$ cat src/rtl/disp_seq_pkg.sv
package disp_seq_pkg;

   localparam logic [7:0] OP_RUN        = 8'h00;
   localparam logic [7:0] OP_RUN_SYNC   = 8'h01;
   localparam logic [7:0] OP_CMD_NOW    = 8'h02;
   localparam logic [7:0] OP_CMD_AT_VS  = 8'h11;
   localparam logic [7:0] OP_CMD_AT_HS  = 8'h12;
   localparam logic [7:0] OP_CMD_BLACK  = 8'h13;
   localparam logic [7:0] OP_CMD_FREE   = 8'h14;
   localparam logic [7:0] OP_CMD_KEEP   = 8'h15;

   // steady output mode
   typedef enum logic [1:0] {
      M_CMD   = 2'd0,   // command mode, display off
      M_RUN   = 2'd1,   // streaming pixels
      M_BLANK = 2'd2,   // display running, data forced to black
      M_HOLD  = 2'd3    // command mode, display path kept alive
   } mode_t;

   // pending deferred transition
   typedef enum logic [2:0] {
      W_NONE      = 3'd0,
      W_VS_RUN    = 3'd1,
      W_VS_CMD    = 3'd2,
      W_HS_CMD    = 3'd3,
      W_VS_BLANK  = 3'd4
   } wait_t;

   typedef enum logic [3:0] {
      A_RUN, A_CMD_OFF, A_CMD_HOLD,
      A_WAIT_VS_RUN, A_WAIT_VS_CMD, A_WAIT_HS_CMD, A_WAIT_VS_BLANK,
      A_REJECT
   } action_t;

endpackage

$ cat src/rtl/sync_evt.sv
module sync_evt #(
   parameter bit LEVEL_IN = 1'b0
) (
   input  logic clk,
   input  logic rst_n,
   input  logic sync_in,
   output logic evt
);
   generate
      if (LEVEL_IN) begin : g_level
         logic prev_q;
         always_ff @(posedge clk or negedge rst_n) begin
            if (!rst_n) prev_q <= 1'b1;
            else        prev_q <= sync_in;
         end
         assign evt = sync_in & ~prev_q;
      end else begin : g_pulse
         logic unused_clk_rst;
         assign unused_clk_rst = clk ^ rst_n;
         assign evt = sync_in;
      end
   endgenerate
endmodule

$ cat src/rtl/cmd_decode.sv
module cmd_decode
   import disp_seq_pkg::*;
#(
   parameter int CODE_W = 8
) (
   input  logic [CODE_W-1:0] code,
   input  logic              rgb_if,
   output action_t           act
);
   localparam int HI_W = CODE_W - 8;

   generate
      if (CODE_W < 8) begin : g_bad_width
         $error("cmd_decode: CODE_W must be at least 8");
      end
   endgenerate

   logic       hi_clear;
   logic [7:0] op;

   generate
      if (HI_W > 0) begin : g_wide
         assign hi_clear = (code[CODE_W-1:8] == '0);
      end else begin : g_exact
         assign hi_clear = 1'b1;
      end
   endgenerate

   assign op = code[7:0];

   always_comb begin
      act = A_REJECT;
      if (hi_clear) begin
         unique case (op)
            OP_RUN:       act = A_RUN;
            OP_RUN_SYNC:  act = rgb_if ? A_WAIT_VS_RUN : A_REJECT;
            OP_CMD_NOW:   act = A_CMD_OFF;
            OP_CMD_AT_VS: act = A_WAIT_VS_CMD;
            OP_CMD_AT_HS: act = A_WAIT_HS_CMD;
            OP_CMD_BLACK: act = A_WAIT_VS_BLANK;
            OP_CMD_FREE:  act = rgb_if ? A_CMD_OFF  : A_REJECT;
            OP_CMD_KEEP:  act = rgb_if ? A_CMD_HOLD : A_REJECT;
            default:      act = A_REJECT;
         endcase
      end
   end
endmodule

$ cat src/rtl/mode_fsm.sv
module mode_fsm
   import disp_seq_pkg::*;
(
   input  logic    clk,
   input  logic    rst_n,
   input  logic    take,
   input  action_t act,
   input  logic    hs_evt,
   input  logic    vs_evt,
   output mode_t   mode,
   output wait_t   pend,
   output logic    rej
);
   mode_t mode_d;
   wait_t pend_d;
   logic  rej_d;

   always_comb begin
      mode_d = mode;
      pend_d = pend;
      rej_d  = rej;
      if (pend != W_NONE) begin
         unique case (pend)
            W_VS_RUN:   if (vs_evt) begin mode_d = M_RUN;   pend_d = W_NONE;   end
            W_VS_CMD:   if (vs_evt) begin mode_d = M_CMD;   pend_d = W_NONE;   end
            W_HS_CMD:   if (hs_evt) begin mode_d = M_CMD;   pend_d = W_NONE;   end
            W_VS_BLANK: if (vs_evt) begin mode_d = M_BLANK; pend_d = W_VS_CMD; end
            default:    pend_d = W_NONE;
         endcase
      end else if (take) begin
         rej_d = 1'b0;
         unique case (act)
            A_RUN:           mode_d = M_RUN;
            A_CMD_OFF:       mode_d = M_CMD;
            A_CMD_HOLD:      mode_d = M_HOLD;
            A_WAIT_VS_RUN:   pend_d = W_VS_RUN;
            A_WAIT_VS_CMD:   pend_d = W_VS_CMD;
            A_WAIT_HS_CMD:   pend_d = W_HS_CMD;
            A_WAIT_VS_BLANK: pend_d = W_VS_BLANK;
            default:         rej_d  = 1'b1;
         endcase
      end
   end

   always_ff @(posedge clk or negedge rst_n) begin
      if (!rst_n) begin
         mode <= M_CMD;
         pend <= W_NONE;
         rej  <= 1'b0;
      end else begin
         mode <= mode_d;
         pend <= pend_d;
         rej  <= rej_d;
      end
   end
endmodule

$ cat src/rtl/disp_mode_seq.sv
module disp_mode_seq
   import disp_seq_pkg::*;
#(
   parameter int CODE_W      = 8,
   parameter bit SYNC_LEVELS = 1'b0
) (
   input  logic              clk,
   input  logic              rst_n,
   input  logic              cmd_valid,
   input  logic [CODE_W-1:0] cmd_code,
   input  logic              rgb_if,
   input  logic              hsync_in,
   input  logic              vsync_in,
   output logic              disp_en,
   output logic              data_en,
   output logic              cmd_mode,
   output logic              busy,
   output logic              err
);
   logic    hs_evt, vs_evt;
   action_t act;
   mode_t   mode;
   wait_t   pend;

   sync_evt #(.LEVEL_IN(SYNC_LEVELS)) u_hs (
      .clk(clk), .rst_n(rst_n), .sync_in(hsync_in), .evt(hs_evt));
   sync_evt #(.LEVEL_IN(SYNC_LEVELS)) u_vs (
      .clk(clk), .rst_n(rst_n), .sync_in(vsync_in), .evt(vs_evt));

   cmd_decode #(.CODE_W(CODE_W)) u_dec (
      .code(cmd_code), .rgb_if(rgb_if), .act(act));

   mode_fsm u_fsm (
      .clk(clk), .rst_n(rst_n), .take(cmd_valid), .act(act),
      .hs_evt(hs_evt), .vs_evt(vs_evt),
      .mode(mode), .pend(pend), .rej(err));

   assign disp_en  = (mode != M_CMD);
   assign data_en  = (mode == M_RUN);
   assign cmd_mode = (mode == M_CMD) || (mode == M_HOLD);
   assign busy     = (pend != W_NONE);
endmodule


$ cat config.mk
export PLATFORM = sky130hd
export DESIGN_NAME = disp_mode_seq
export DESIGN_NICKNAME = d
export VERILOG_FILES = /design/src/rtl/disp_seq_pkg.sv /design/src/rtl/sync_evt.sv /design/src/rtl/cmd_decode.sv /design/src/rtl/mode_fsm.sv /design/src/rtl/disp_mode_seq.sv
export SDC_FILE = /design/constraint.sdc
export NUM_CORES = 1
export LEC_CHECK = 0
export CORE_MARGIN = 3
export CORE_UTILIZATION = 40
export CTS_CLUSTER_SIZE = 30
export DETAILED_ROUTE_END_ITERATION = 8
export DONT_BUFFER_PORTS = 1
export GPL_ROUTABILITY_DRIVEN = 1
export PLACE_DENSITY = 0.65
export SLEW_MARGIN = 10
export SYNTH_ARGS = -nofsm -noshare
export SYNTH_HDL_FRONTEND = slang
export SYNTH_SLANG_ARGS = --single-unit
$ cat constraint.sdc
create_clock -name clk -period 3.25 [get_ports clk]
set_input_delay 0.4875 -clock clk [delete_from_list [all_inputs] [get_ports clk]]
set_output_delay 0.4875 -clock clk [all_outputs]
set_load 0.03 [all_outputs]
==> metrics.md <==
| Metric | Value |
|---|---|
| DR vias/cell | `6.22` |
| WS Path Type | `reg2reg` |
| Hold Slack | `0.427 ns` |
| Total Die Area | `1920 sq um` |
| Share of cells above drive strength 1 | `9.72%` |
| Crit end category | `flop` |
| First-pass GRT wire length | `1.98 mm` |
| Initial antenna violation count | `0` |
| Setup TNS | `0 ns` |
| Slowest-stage cell, CP | `dfrtp_1` |
| Post-Syn Area | `571 sq um` |
| Antenna Violating Nets Remaining | `0` |
| Final WL | `1.24 mm` |
| Nets | `90` |
| Hold Fails Final Rpt | `0` |
| Total GRT Usage | `13.7%` |
| CTS tree | `built` |
| DR WL/cell | `14.4 microns` |
| Critical Path Start Type | `flop` |
| FP Rows | `12` |
| # resized after CTS | `0` |
| Syn-to-layout area delta | `3.73%` |
| Most frequent cell after synthesis | `a21oi_1` |
| Dpl cells | `82` |
| Final std cells w/o fill | `86` |
| Top cell type's share of synthesized area | `26.3%` |
| Largest area contributor in the netlist | `dfrtp_1` |
| Pin count of the biggest net entering global routing | `11` |
| Post-CTS Setup Bufs | `0` |
| Avg Inst Size Synth | `7.82 sq um` |
| Post-CTS Hold Fix Bufs | `1` |
| Port Buffer Count | `0` |
| Crit path cell chain | `or2_4 -> nor2_2 -> a21oi_1 -> o31ai_1 -> mux2_1` |
| DP HPWL | `1.02 mm` |
| VDD IR max | `0.000303 V` |
| CTS clk-pin slew, worst paths | `0.04 ns` |
| Async set or reset register ratio after synthesis | `100%` |
| Hold crit path type | `in2reg` |
| Seq cells post-synth | `6` |
| Remaining DRCs | `0` |
| Post-synth EDFFs | `0` |
| Total CTS buffers | `3` |
| Largest buffer count on any clock path | `2` |
| Synth Flop Type | `dfrtp_1` |
| Clock Skews | `0.00155 ns` |
| Initial Utilization | `46.9%` |
| Clock Sinks | `6` |
| Vias in the first global route | `499` |
| Min Tclk post-route | `1.79 ns` |
| DR vias | `535` |
| Cell Pwr Density | `476 nW/um^2` |
| CP Data Arrival Time | `1.91 ns` |
| Core Region | `1220 sq um` |
| GRT overflow | `0` |
| GP Congestion | `0.771` |
| Data required time at the worst endpoint | `3.37 ns` |
| Iter 0 DRT Violations | `4` |
| Status | `complete, no violations` |
| Period utilisation layout | `55.0%` |
| 1st-pass router iterations | `4` |
| Number of synthesis warnings | `0` |
| H-Tree Depth | `1` |
| Die Y | `43.8 microns` |
| Unrepaired setup endpoints after global routing | `no` |
| Fmax | `559 MHz` |
| Static Leak | `0.230 nW` |
| Setup violators final | `0` |
| Max Cap Viol | `0` |
| Largest cells by area after synthesis | `dfrtp_1 26%, a21oi_1 7.0%, o31ai_1 5.3%` |
| Synth Instances | `73` |
| Fillers | `127` |
| I/O pin cnt | `19` |
| # diodes | `0` |
| Most instantiated cells after synthesis | `8 x a21oi_1, 7 x inv_1, 6 x dfrtp_1, 6 x nand2_1` |
| Slowest stage delay, CP | `0.44 ns` |
| Slew Viols, Final | `0` |
| Die W | `43.8 microns` |
| Crit Path Max Fanout | `6` |
| Post-synthesis net count | `89` |
| Worst skew pair latency | `0.24 ns` |
| Post-synth cell types | `31` |
| Slew headroom | `69.7%` |
| Root Driver | `clkbuf_4` |
| Worst slew pin tran | `0.450 ns` |
| Register area share after synthesis | `26.3%` |
[power breakdown]
part / total [mW] / switching, mW / internal (mW)
clock network: 0.0670 / 0.0254 / 0.0417
registers: 0.0945 / 0.0110 / 0.0835
logic: 0.120 / 0.0729 / 0.0472
total: 0.282 / 0.109 / 0.172
[worst max-delay path: cells and delay by family (launching register included)]
kind / cells / cell delay (ns)
simple gates: 2 / 0.40
flops: 1 / 0.44
mux: 1 / 0.36
compound gates: 2 / 0.46
[kinds of logic (layout without fill, tap and decap cells)]
logic type / after synthesis / count (layout) / synth area share [%]
adder cells (fa/ha/maj): 2 / 2 / 4.39
multiplexers: 4 / 4 / 7.46
XOR/XNOR: 1 / 1 / 1.54
AO/OA/AOI/OAI: 23 / 23 / 25.9
flip-flops: 6 / 6 / 26.3
buffers and inverters: 12 / 11 / 9.65
AND/OR/NAND/NOR: 25 / 25 / 24.8
[final timing paths]
| kind | from | to | slack (ns) | depth (start not counted) |
|---|---|---|---|---|
| hold reg to reg | u_fsm.mode[0] | u_fsm.mode[0] | 0.54 | 1 |
| min in group asynchronous | rst_n | u_fsm.pend[0] | 0.55 | 1 |
| setup / recovery | u_fsm.pend[1] | u_fsm.mode[0] | 1.46 | 5 |
| setup reg to reg | u_fsm.pend[1] | u_fsm.mode[0] | 1.46 | 5 |
| hold / removal | cmd_valid | u_fsm.pend[2] | 0.43 | 2 |
| max in group asynchronous | rst_n | u_fsm.rej | 2.48 | 1 |
[cells in the final DEF, fill, tap and decap left out, types with 2 or more instances in the layout]
cell type  count
a21oi_1        8
inv_1          7
nand2_1        6
dfrtp_1        6
nor2_1         4
o31ai_1        4
nor3_1         4
nor2b_1        3
o21ai_0        3
clkbuf_4       3
mux2i_1        2
o22ai_1        2
and4b_1        2
ha_1           2
[state kept, by name, indices dropped and copies added, names as in the netlist]
| register | count |
|---|---|
| u_fsm.rej | 1 |
| u_fsm.mode | 2 |
| u_fsm.pend | 3 |
[per-layer routing]
| layer | part of all wire, % | track usage (%) |
|---|---|---|
| met2 | 42 | 21.5 |
| met4 | 0 | 1.81 |
| met3 | 12 | 8.30 |
| met1 | 46 | 16.4 |
| met5 | 0 | 0 |
[through the flow]
step                      worst slack, ns  power, mW  instance area, sq um  util [%]
after global placement               1.32      0.213                   559      46.0
after CTS                            1.44      0.286                   592      48.7
after detailed placement             1.25      0.215                   559      46.0
after global routing                 1.32      0.306                   592      48.7
after floorplan                      1.42      0.203                   571         -
final                                1.46      0.282                   592      48.7
[cell type report]
type                       instances  area [sq um]  area share [%]
clock buffer                       3          22.5            3.81
inverter                           7          26.3            4.44
multi-input combinational         55           365            61.7
sequential                         6           150            25.4
tap                               14          17.5            2.96
timing repair buffer               1          10.0            1.69
Power figures use the tool's default switching activity.
